File: src/rtl/alu_pkg.sv
package alu_pkg;

   typedef enum logic [3:0] {
      OP_ADD = 4'd0,
      OP_SUB = 4'd1,
      OP_AND = 4'd2,
      OP_OR  = 4'd3,
      OP_XOR = 4'd4,
      OP_INC = 4'd5,
      OP_DEC = 4'd6,
      OP_NOT = 4'd7,
      OP_SHL = 4'd8,
      OP_SHR = 4'd9
   } alu_op_e;

   typedef struct packed {
      logic sf;
      logic zf;
      logic pf;
      logic cf;
      logic af;
      logic of;
   } alu_flags_t;

   // which flags an operation class writes
   typedef struct packed {
      logic szp;
      logic cf;
      logic af;
      logic of;
   } flag_mask_t;

   function automatic flag_mask_t mask_for(input logic [3:0] code);
      flag_mask_t m;
      case (code)
         OP_ADD, OP_SUB:         m = '{szp: 1'b1, cf: 1'b1, af: 1'b1, of: 1'b1};
         OP_INC, OP_DEC:         m = '{szp: 1'b1, cf: 1'b0, af: 1'b1, of: 1'b1};
         OP_AND, OP_OR, OP_XOR:  m = '{szp: 1'b1, cf: 1'b1, af: 1'b1, of: 1'b1};
         OP_SHL, OP_SHR:         m = '{szp: 1'b1, cf: 1'b1, af: 1'b1, of: 1'b1};
         default:                m = '{szp: 1'b0, cf: 1'b0, af: 1'b0, of: 1'b0};
      endcase
      return m;
   endfunction

endpackage

File: src/rtl/alu_lane.sv
module alu_lane
   import alu_pkg::*;
#(
   parameter int W = 8
) (
   input  logic [3:0]   op,
   input  logic [W-1:0] a,
   input  logic [W-1:0] b,
   output logic [W-1:0] res,
   output logic         cf_raw,
   output logic         af_raw,
   output logic         of_raw
);

   localparam int MSB = W - 1;

   if (W < 8) begin : g_bad_width
      $error("alu_lane: W must be at least 8");
   end

   logic         is_sub;
   logic         use_one;
   logic [W-1:0] opnd;
   logic [W-1:0] opnd_x;
   logic [W:0]   sum;
   logic [W-1:0] nib_x;
   logic         add_cf;
   logic         add_of;

   // one shared adder serves add, subtract, increment and decrement
   always_comb begin
      use_one = (op == OP_INC) || (op == OP_DEC);
      is_sub  = (op == OP_SUB) || (op == OP_DEC);
      opnd    = use_one ? W'(1) : b;
      opnd_x  = is_sub ? ~opnd : opnd;
      sum     = {1'b0, a} + {1'b0, opnd_x} + (W+1)'(is_sub);
      nib_x   = a ^ opnd ^ sum[W-1:0];
      add_cf  = is_sub ? ~sum[W] : sum[W];
      add_of  = (a[MSB] == opnd_x[MSB]) && (sum[MSB] != a[MSB]);
   end

   always_comb begin
      res    = '0;
      cf_raw = 1'b0;
      af_raw = 1'b0;
      of_raw = 1'b0;
      case (op)
         OP_ADD, OP_SUB, OP_INC, OP_DEC: begin
            res    = sum[W-1:0];
            cf_raw = add_cf;
            af_raw = nib_x[4];
            of_raw = add_of;
         end
         OP_AND: res = a & b;
         OP_OR:  res = a | b;
         OP_XOR: res = a ^ b;
         OP_NOT: res = ~a;
         OP_SHL: begin
            res    = {a[MSB-1:0], 1'b0};
            cf_raw = a[MSB];
            of_raw = a[MSB] ^ a[MSB-1];
         end
         OP_SHR: begin
            res    = {1'b0, a[MSB:1]};
            cf_raw = a[0];
            of_raw = a[MSB];
         end
         default: res = '0;
      endcase
   end

endmodule

File: src/rtl/alu_flag_reg.sv
module alu_flag_reg
   import alu_pkg::*;
#(
   parameter int WIDE_W   = 16,
   parameter int NARROW_W = 8
) (
   input  logic              clk,
   input  logic              rst_n,
   input  logic [3:0]        op,
   input  logic              wide,
   input  logic              en,
   input  logic [WIDE_W-1:0] res,
   input  logic              cf_raw,
   input  logic              af_raw,
   input  logic              of_raw,
   output alu_flags_t        flags
);

   localparam int PAR_W = 8;

   flag_mask_t msk;
   alu_flags_t nxt;
   logic       sign_bit;

   always_comb begin
      msk      = mask_for(op);
      sign_bit = wide ? res[WIDE_W-1] : res[NARROW_W-1];
      nxt      = flags;
      if (msk.szp) begin
         nxt.sf = sign_bit;
         nxt.zf = (res == '0);
         nxt.pf = ~^res[PAR_W-1:0];
      end
      if (msk.cf) nxt.cf = cf_raw;
      if (msk.af) nxt.af = af_raw;
      if (msk.of) nxt.of = of_raw;
   end

   always_ff @(posedge clk or negedge rst_n) begin
      if (!rst_n)  flags <= '0;
      else if (en) flags <= nxt;
   end

   p_hold_idle_r10: assert property (@(posedge clk) disable iff (!rst_n)
      !en |=> $stable(flags));

   p_keep_all_r9: assert property (@(posedge clk) disable iff (!rst_n)
      (en && (op == OP_NOT || op > OP_SHR)) |=> $stable(flags));

   p_keep_carry_r6: assert property (@(posedge clk) disable iff (!rst_n)
      (en && (op == OP_INC || op == OP_DEC)) |=> $stable(flags.cf));

   p_logic_clear_r7: assert property (@(posedge clk) disable iff (!rst_n)
      (en && (op == OP_AND || op == OP_OR || op == OP_XOR))
      |=> (!flags.cf && !flags.of && !flags.af));

   p_shift_aux_r8: assert property (@(posedge clk) disable iff (!rst_n)
      (en && (op == OP_SHL || op == OP_SHR)) |=> !flags.af);

   p_zero_flag_r2: assert property (@(posedge clk) disable iff (!rst_n)
      (en && op == OP_AND) |=> (flags.zf == ($past(res) == '0)));

endmodule

File: src/rtl/alu_dual_width.sv
module alu_dual_width
   import alu_pkg::*;
#(
   parameter int WIDE_W   = 16,
   parameter int NARROW_W = 8
) (
   input  logic              clk,
   input  logic              rst_n,
   input  logic [3:0]        op_i,
   input  logic              wide_i,
   input  logic [WIDE_W-1:0] a_i,
   input  logic [WIDE_W-1:0] b_i,
   input  logic              flag_en_i,
   output logic [WIDE_W-1:0] result_o,
   output logic              sf_o,
   output logic              zf_o,
   output logic              pf_o,
   output logic              cf_o,
   output logic              af_o,
   output logic              of_o
);

   localparam int N_LANES = 2;

   if (NARROW_W < 8 || WIDE_W <= NARROW_W) begin : g_bad_params
      $error("alu_dual_width: need 8 <= NARROW_W < WIDE_W");
   end

   logic [WIDE_W-1:0] lane_res [N_LANES];
   logic              lane_cf  [N_LANES];
   logic              lane_af  [N_LANES];
   logic              lane_of  [N_LANES];

   for (genvar gi = 0; gi < N_LANES; gi++) begin : g_lane
      localparam int LW = (gi == 0) ? NARROW_W : WIDE_W;
      logic [LW-1:0] r;
      alu_lane #(.W(LW)) u_lane (
         .op     (op_i),
         .a      (a_i[LW-1:0]),
         .b      (b_i[LW-1:0]),
         .res    (r),
         .cf_raw (lane_cf[gi]),
         .af_raw (lane_af[gi]),
         .of_raw (lane_of[gi])
      );
      assign lane_res[gi] = WIDE_W'(r);
   end

   logic       sel;
   alu_flags_t flags;

   assign sel      = wide_i;
   assign result_o = lane_res[sel];

   alu_flag_reg #(.WIDE_W(WIDE_W), .NARROW_W(NARROW_W)) u_flags (
      .clk    (clk),
      .rst_n  (rst_n),
      .op     (op_i),
      .wide   (wide_i),
      .en     (flag_en_i),
      .res    (result_o),
      .cf_raw (lane_cf[sel]),
      .af_raw (lane_af[sel]),
      .of_raw (lane_of[sel]),
      .flags  (flags)
   );

   assign sf_o = flags.sf;
   assign zf_o = flags.zf;
   assign pf_o = flags.pf;
   assign cf_o = flags.cf;
   assign af_o = flags.af;
   assign of_o = flags.of;

   p_narrow_upper_r1: assert property (@(posedge clk) disable iff (!rst_n)
      !wide_i |-> (result_o[WIDE_W-1:NARROW_W] == '0));

   p_reserved_zero_r9: assert property (@(posedge clk) disable iff (!rst_n)
      (op_i > 4'd9) |-> (result_o == '0));

endmodule

File: config.mk
export PLATFORM = sky130hd
export DESIGN_NAME = alu_dual_width
export DESIGN_NICKNAME = d
export VERILOG_FILES = /design/src/rtl/alu_pkg.sv /design/src/rtl/alu_lane.sv /design/src/rtl/alu_flag_reg.sv /design/src/rtl/alu_dual_width.sv
export SDC_FILE = /design/constraint.sdc
export NUM_CORES = 1
export LEC_CHECK = 0
export BUFFER_PORTS_ARGS = -buffer_cell sky130_fd_sc_hd__buf_2
export CORE_MARGIN = 4
export CORE_UTILIZATION = 41
export DETAILED_ROUTE_END_ITERATION = 16
export PLACE_DENSITY = 0.63
export SYNTH_ARGS = -nofsm -noshare
export SYNTH_HDL_FRONTEND = slang
export SYNTH_SLANG_ARGS = --single-unit
File: constraint.sdc
create_clock -name clk -period 4.6 [get_ports clk]
set_input_delay 0.23 -clock clk [delete_from_list [all_inputs] [get_ports clk]]
set_output_delay 0.23 -clock clk [all_outputs]
set_load 0.005 [all_outputs]
Word level (Yosys, flattened, before mapping)
Memories as Yosys holds them, arrays and structs flattened.
Cells that the tools add are included.
Storage, ports and cells
  flip-flop bits (word level): 6
  bits in read-only memories: 64
  bits of input ports: 40
  word-level logic and storage cells: 83
  memories: 1
Memories
  (no name shown): depth 16, bits a word 4, read ports 1, clocked after Yosys merged registers in 0, write ports 0, RTL line alu_pkg.sv:35  | case (code)
Cells by class
  $add $sub $neg: 4
  order comparisons: 1
  eq/ne operators: 13
  mux-type cells: 27
  bitwise logic cells: 19
  reductions and logical operators: 12
Operator list (count)
  one-hot mux 16 bit (7 select lines): 1
  two-way mux 16 bit: 5
  one-hot mux 8 bit (7 select lines): 1
  NOT 16 bit: 2
  XOR 5 bit: 4
  adder 16 x 16 -> 17 bit: 1
  adder 17 x 1 -> 17 bit: 1
  AND 16 bit: 1
  == test 4 x 3 -> 1 bit, second input constant: 4
  zero test 16 bit: 1
  two-way mux 8 bit: 2
  NOT 8 bit: 2
  bitwise OR 16 bit: 1
  XOR 16 bit: 1
  two-way mux 1 bit: 14
  one-hot mux 1 bit (3 select lines): 4
  adder 8 x 8 -> 9 bit: 1
  adder 9 x 1 -> 9 bit: 1
  AND 8 bit: 1
  == test 4 x 2 -> 1 bit, second input constant: 2
  == test 4 bit, second input constant: 2
  bitwise OR 8 bit: 1
  AND reduction 2 bit: 4
  XNOR reduction 8 bit: 1
  other kinds (12): 18

Logic depth before layout (Yosys ltp)
  depth after elaboration: 13
  depth in mapped cells: 21

Hierarchy
Synthesis repeated with hierarchy kept, for this count alone.
Unflattened totals
  cell total of the unflattened synthesis: 630
  area, all modules: 4615.7 µm²
By module, submodules not included
  alu_lane (g_lane[1].u_lane): instances 1, cells each 354, area an instance 2482.4 µm², sequential area each 0.0 µm²
  alu_lane (g_lane[0].u_lane): instances 1, cells each 215, area an instance 1507.7 µm², sequential area each 0.0 µm²
  alu_flag_reg: instances 1, cells each 40, area an instance 417.9 µm², sequential area each 150.1 µm²
  alu_dual_width: instances 1, cells each 21, area an instance 207.7 µm², sequential area each 0.0 µm²

Worst setup path after synthesis
OpenSTA, ideal clock, no wires.
  path type: input port to flip-flop
  from: in op_i[1]
  to: reg u_flags.flags[4] (netlist name)
  library setup time: 0.067 ns
  arrival time: 3.990 ns
  required time: 4.533 ns
  slack: 0.542 ns
  cell stages on the path: 20
  path buffers: 2
  path through: buf_4 > nor2b_1 > mux2i_1 > nor2_2 > buf_2 > xnor2_1 > ha_1 > a21o_1 > a211oi_2 > a21oi_1 > a41oi_4 > xnor2_1 > o211ai_1 > a41oi_1 > ha_1 > nand4_1 > nor3_1 > o2111ai_1 > a2111oi_2 > a32o_1
Between the ends
  word-level cells in the longest chain between the ends: 12
Ends and longest elaborated chain
  from (decl): RTL line alu_dual_width.sv:9  | input logic [3:0] op_i,
  == test 4 x 3 -> 1 bit, on equally long branches: RTL line alu_lane.sv:32, alu_lane.sv:47, alu_lane.sv:33
  logical OR 1 bit: RTL line alu_lane.sv:32  | use_one = (op == OP_INC) || (op == OP_DEC);
  two-way mux 16 bit or two-way mux 8 bit (tied branches): RTL line alu_lane.sv:34  | opnd = use_one ? W'(1) : b;
  NOT 16 bit or NOT 8 bit (tied branches): RTL line alu_lane.sv:35  | opnd_x = is_sub ? ~opnd : opnd;
  two-way mux 16 bit or two-way mux 8 bit (tied branches): RTL line alu_lane.sv:35
  adder 16 x 16 -> 17 bit or adder 8 x 8 -> 9 bit (tied branches): RTL line alu_lane.sv:36  | sum = {1'b0, a} + {1'b0, opnd_x} + (W+1)'(is_sub);
  adder 17 x 1 -> 17 bit or adder 9 x 1 -> 9 bit (tied branches): RTL line alu_lane.sv:36
  one-hot mux 16 bit (7 select lines) or one-hot mux 8 bit (7 select lines) (tied branches): RTL line alu_lane.sv:47  | case (op)
  two-way mux 16 bit (implied by the code) (3 in a row): RTL line alu_dual_width.sv:53  | assign result_o = lane_res[sel];
  zero test 16 bit: RTL line alu_flag_reg.sv:31  | nxt.zf = (res == '0);
Several ways; a longest one is shown, not always the timed one. The select of a mux whose other input is x is not followed.
A chain may end at the register's enable or synchronous reset.

Final worst setup path
  from: in op_i[1]
  to: reg u_flags.flags[4] (netlist name)
Between the ends
  word-level cells in the longest chain between the ends: 12
Ends and longest elaborated chain (RTL line)
  == test 4 x 3 -> 1 bit, on equally long branches: alu_lane.sv:32, alu_lane.sv:47, alu_lane.sv:33
  logical OR 1 bit: alu_lane.sv:32
  two-way mux 16 bit or two-way mux 8 bit (tied branches): alu_lane.sv:34
  NOT 16 bit or NOT 8 bit (tied branches): alu_lane.sv:35
  two-way mux 16 bit or two-way mux 8 bit (tied branches): alu_lane.sv:35
  adder 16 x 16 -> 17 bit or adder 8 x 8 -> 9 bit (tied branches): alu_lane.sv:36
  adder 17 x 1 -> 17 bit or adder 9 x 1 -> 9 bit (tied branches): alu_lane.sv:36
  one-hot mux 16 bit (7 select lines) or one-hot mux 8 bit (7 select lines) (tied branches): alu_lane.sv:47
  two-way mux 16 bit (implied by the code) (3 in a row): alu_dual_width.sv:53
  zero test 16 bit: alu_flag_reg.sv:31
Several ways; a longest one is shown, not always the timed one. The select of a mux whose other input is x is not followed.

==> out/summary.txt <==
Status: finished clean
Mapped Cells: 437
Die width: 95.56 um
Number of max-cap violations: 0
Syn-to-layout area delta: 13.85%
CTS root buf: clkbuf_8
Cell with the largest stage delay on the worst path: fa_1
Top flop regs: u_flags.flags: 6 flops
Net switching power: 323.8 uW
Detailed Routing Iterations Pass 1: 7
Worst endpoint data arrival time: 4200 ps
Int Power: 323.9 uW
Min-delay worst type: primary input to flip-flop
Fin. Hold Viols: 0
DRT antenna net count: 0
Share of the synthesized area in the top cell type: 21.10%
Vias per inst: 5.969
Crit-path cells: buf_2 -> nor2b_1 -> mux2i_1 -> nor2_2 -> xnor2_1 -> fa_1 -> a21o_2 -> a21oi_1 -> o21ai_0 -> xor2_1 -> a2111oi_0 -> buf_4 -> ha_1 -> nand4_1 -> nor3_1 -> o2111ai_1 -> a2111oi_2 -> a32o_1
Reg2Reg Launch Point: u_flags.flags[4]
Final WL: 10790 um
Critical Path Sink: u_flags.flags[4]
Cell Area, Synth: 0.003143 mm2
Switching share of power: 49.99%
Post-synthesis net count: 531
Nets: 587
Worst Max-Slew Pin Slew: 838.8 ps
Period utilisation layout: 87.63%
Clk sinks: 6
Port Buf Inserts: 61
Sequential cell area fraction in the yosys report: 4.777%
Drt drc: 0
Startpoint class of the critical path: primary input
Worst Path Required: 4770 ps
Most flop-heavy register: u_flags.flags
R2R Setup Slk: 3870 ps
Die height: 95.56 um
RSZ-0062 raised after global routing: no
Asr flop ratio synth: 100.0%
Antenna diodes: 0
DP HPWL: 8443 um
Die area: 0.009131 mm2
Crit end category: flip-flop
Fmax: 0.2481 GHz
Initial antenna violation count: 0
CP Launch Point: op_i[1]
LEAKAGE: 0.001830 uW
Final Max Slew Viols: 0
Library cells used by synthesis: 71
Setup TNS: 0 ps
Clock slew at reported path FFs: 40 ps
CP Class: primary input to flip-flop
# setup viols final: 0
Crit path largest cell delay: 460 ps
Worst Skew: 0 ps
Clock network power share: 13.0%
Max FO, Critical Path: 7
Post-synth EDFFs: 0
Pwr Total: 647.8 uW
CTS Buf Count: 3
Syn Area/Cell: 7.192 um2
I/O Pins: 62
Initial Util: 42.65%
Row count: 31
Tot GR Track Use: 23.59%
Share of power burned in registers: 10.9%
Max reg flops: 6
Pwr Density: 181.0 mW/mm2
Synth Flop Type: dfrtp_1
Share of cells above drive strength 1: 18.74%
Synth warnings: 0
CTS Buffer Depth: 2
DR vias: 3522
H-Tree Depth: 1
Core area: 0.007370 mm2
FF-to-FF path depth: 1
Reg-to-reg critical path endpoint: u_flags.flags[4]
Pin count of the biggest net entering global routing: 23
First-pass GRT wire length: 17060 um
Synth area leader: ha_1
Placer Congestion: 0.9250
Worst skew pair latency: 230 ps
Max VDD drop: 0.09376 mV
GR Overflow Total: 0
Tmin final: 4031 ps
Leading cell types in the layout, fill and taps excluded: buf_2 (61), ha_1 (53), inv_1 (50)
Vias in the first global route: 3316
CTS tree: done
WL/cell: 18.29 um
Most common cell after layout, fill and taps aside: buf_2
#FFs+latches synth: 6
Slew HR: 43.78%
Power share of the combinational group: 76.0%
1st-iter DRT viols: 335
Synth area leaders: ha_1 (21%), xnor2_1 (8.4%), inv_1 (6.0%)
Postcts setup bufs: 0
## how the worst min path moves through the flow
stage / from / to / slack (ps) / depth (start not counted)
floorplan: rst_n / u_flags.flags[0] / -70 / 0
global placement: rst_n / u_flags.flags[5] / 70 / 1
detailed placement: rst_n / u_flags.flags[3] / 60 / 1
CTS: flag_en_i / u_flags.flags[5] / 330 / 3
global route: flag_en_i / u_flags.flags[5] / 350 / 3
finish: flag_en_i / u_flags.flags[5] / 320 / 3
## power groups by stage
stage	sequential [uW]	combinational (uW)	clock, uW
after floorplan	71.0	334	0
after global placement	70.5	477	0
after detailed placement	71.2	482	0
after CTS	70.5	486	83.8
after global routing	71.3	543	87.3
final	70.8	492	84.5
## final cells by class
class                   instances  area [um2]
inverters                      50       187.7
repair buffers                 72       390.4
well taps                      99       123.9
fillers                       782        3791
flip-flops and latches          6       150.1
multi-input cells             360        2685
clock buffers                   3       41.29
## logic make-up (layout without fill, tap and decap cells)
| kind of cell | after synthesis | count (layout) | synth area share [%] |
|---|---|---|---|
| multiplexers | 14 | 14 | 4.458 |
| AO/OA/AOI/OAI | 123 | 123 | 28.07 |
| XOR/XNOR | 33 | 33 | 9.196 |
| AND/OR/NAND/NOR | 136 | 136 | 21.78 |
| adder cells (fa/ha/maj) | 54 | 54 | 21.74 |
| buffers and inverters | 71 | 125 | 9.992 |
| flip-flops | 6 | 6 | 4.777 |
## stage by stage
stage / hold slack (ps) / area, um2 / util, % / setup WS, ps / instances
after CTS: 326.3 / 3578 / 48.56 / 602.4 / 590
final: 322.6 / 3578 / 48.56 / 569.1 / 590
after global placement: 65.75 / 3527 / 47.86 / 458.0 / 586
after detailed placement: 61.53 / 3527 / 47.86 / 386.4 / 586
after floorplan: -65.59 / 3143 / - / 542.5 / 437
after global routing: 345.4 / 3578 / 48.56 / 231.1 / 590
## worst max-delay path: cells and delay by family
family          cells  cell delay [ps]
mux                 1              120
compound gates      7             1680
fa+ha+maj           2              600
simple gates        4              890
buf+inv             2              310
xor+xnor            2              370
## Yosys cell counts, types with 5 or more instances
cell type and instances:
a21oi_1 22, nand3_1 10, a21o_1 7, nand2_1 44
ha_1 53, o22ai_1 6, dfrtp_1 6, nor2_1 40
buf_2 8, clkbuf_1 5, inv_1 50, a31oi_1 7
mux2i_1 14, xnor2_1 30, nor3_1 5, o21a_1 6
o21ai_0 22, a221oi_1 5, nand4_1 5, a2111oi_0 5
## routing by layer
layer	up-vias	GRT usage, %	routed length (um)
met5	-	0	0
met4	0	4.265	157
met3	17	2.605	846
met2	164	38.39	4891
met1	1663	33.62	4898
li1	1678	-	-
## repair_timing
action,CTS,global route
endpoints found under the hold margin,6,0
endpoints found under the setup margin,0,0
hold buffers,1,0
resized for setup,0,0
Note: power is estimated with default switching activity, not from simulation.
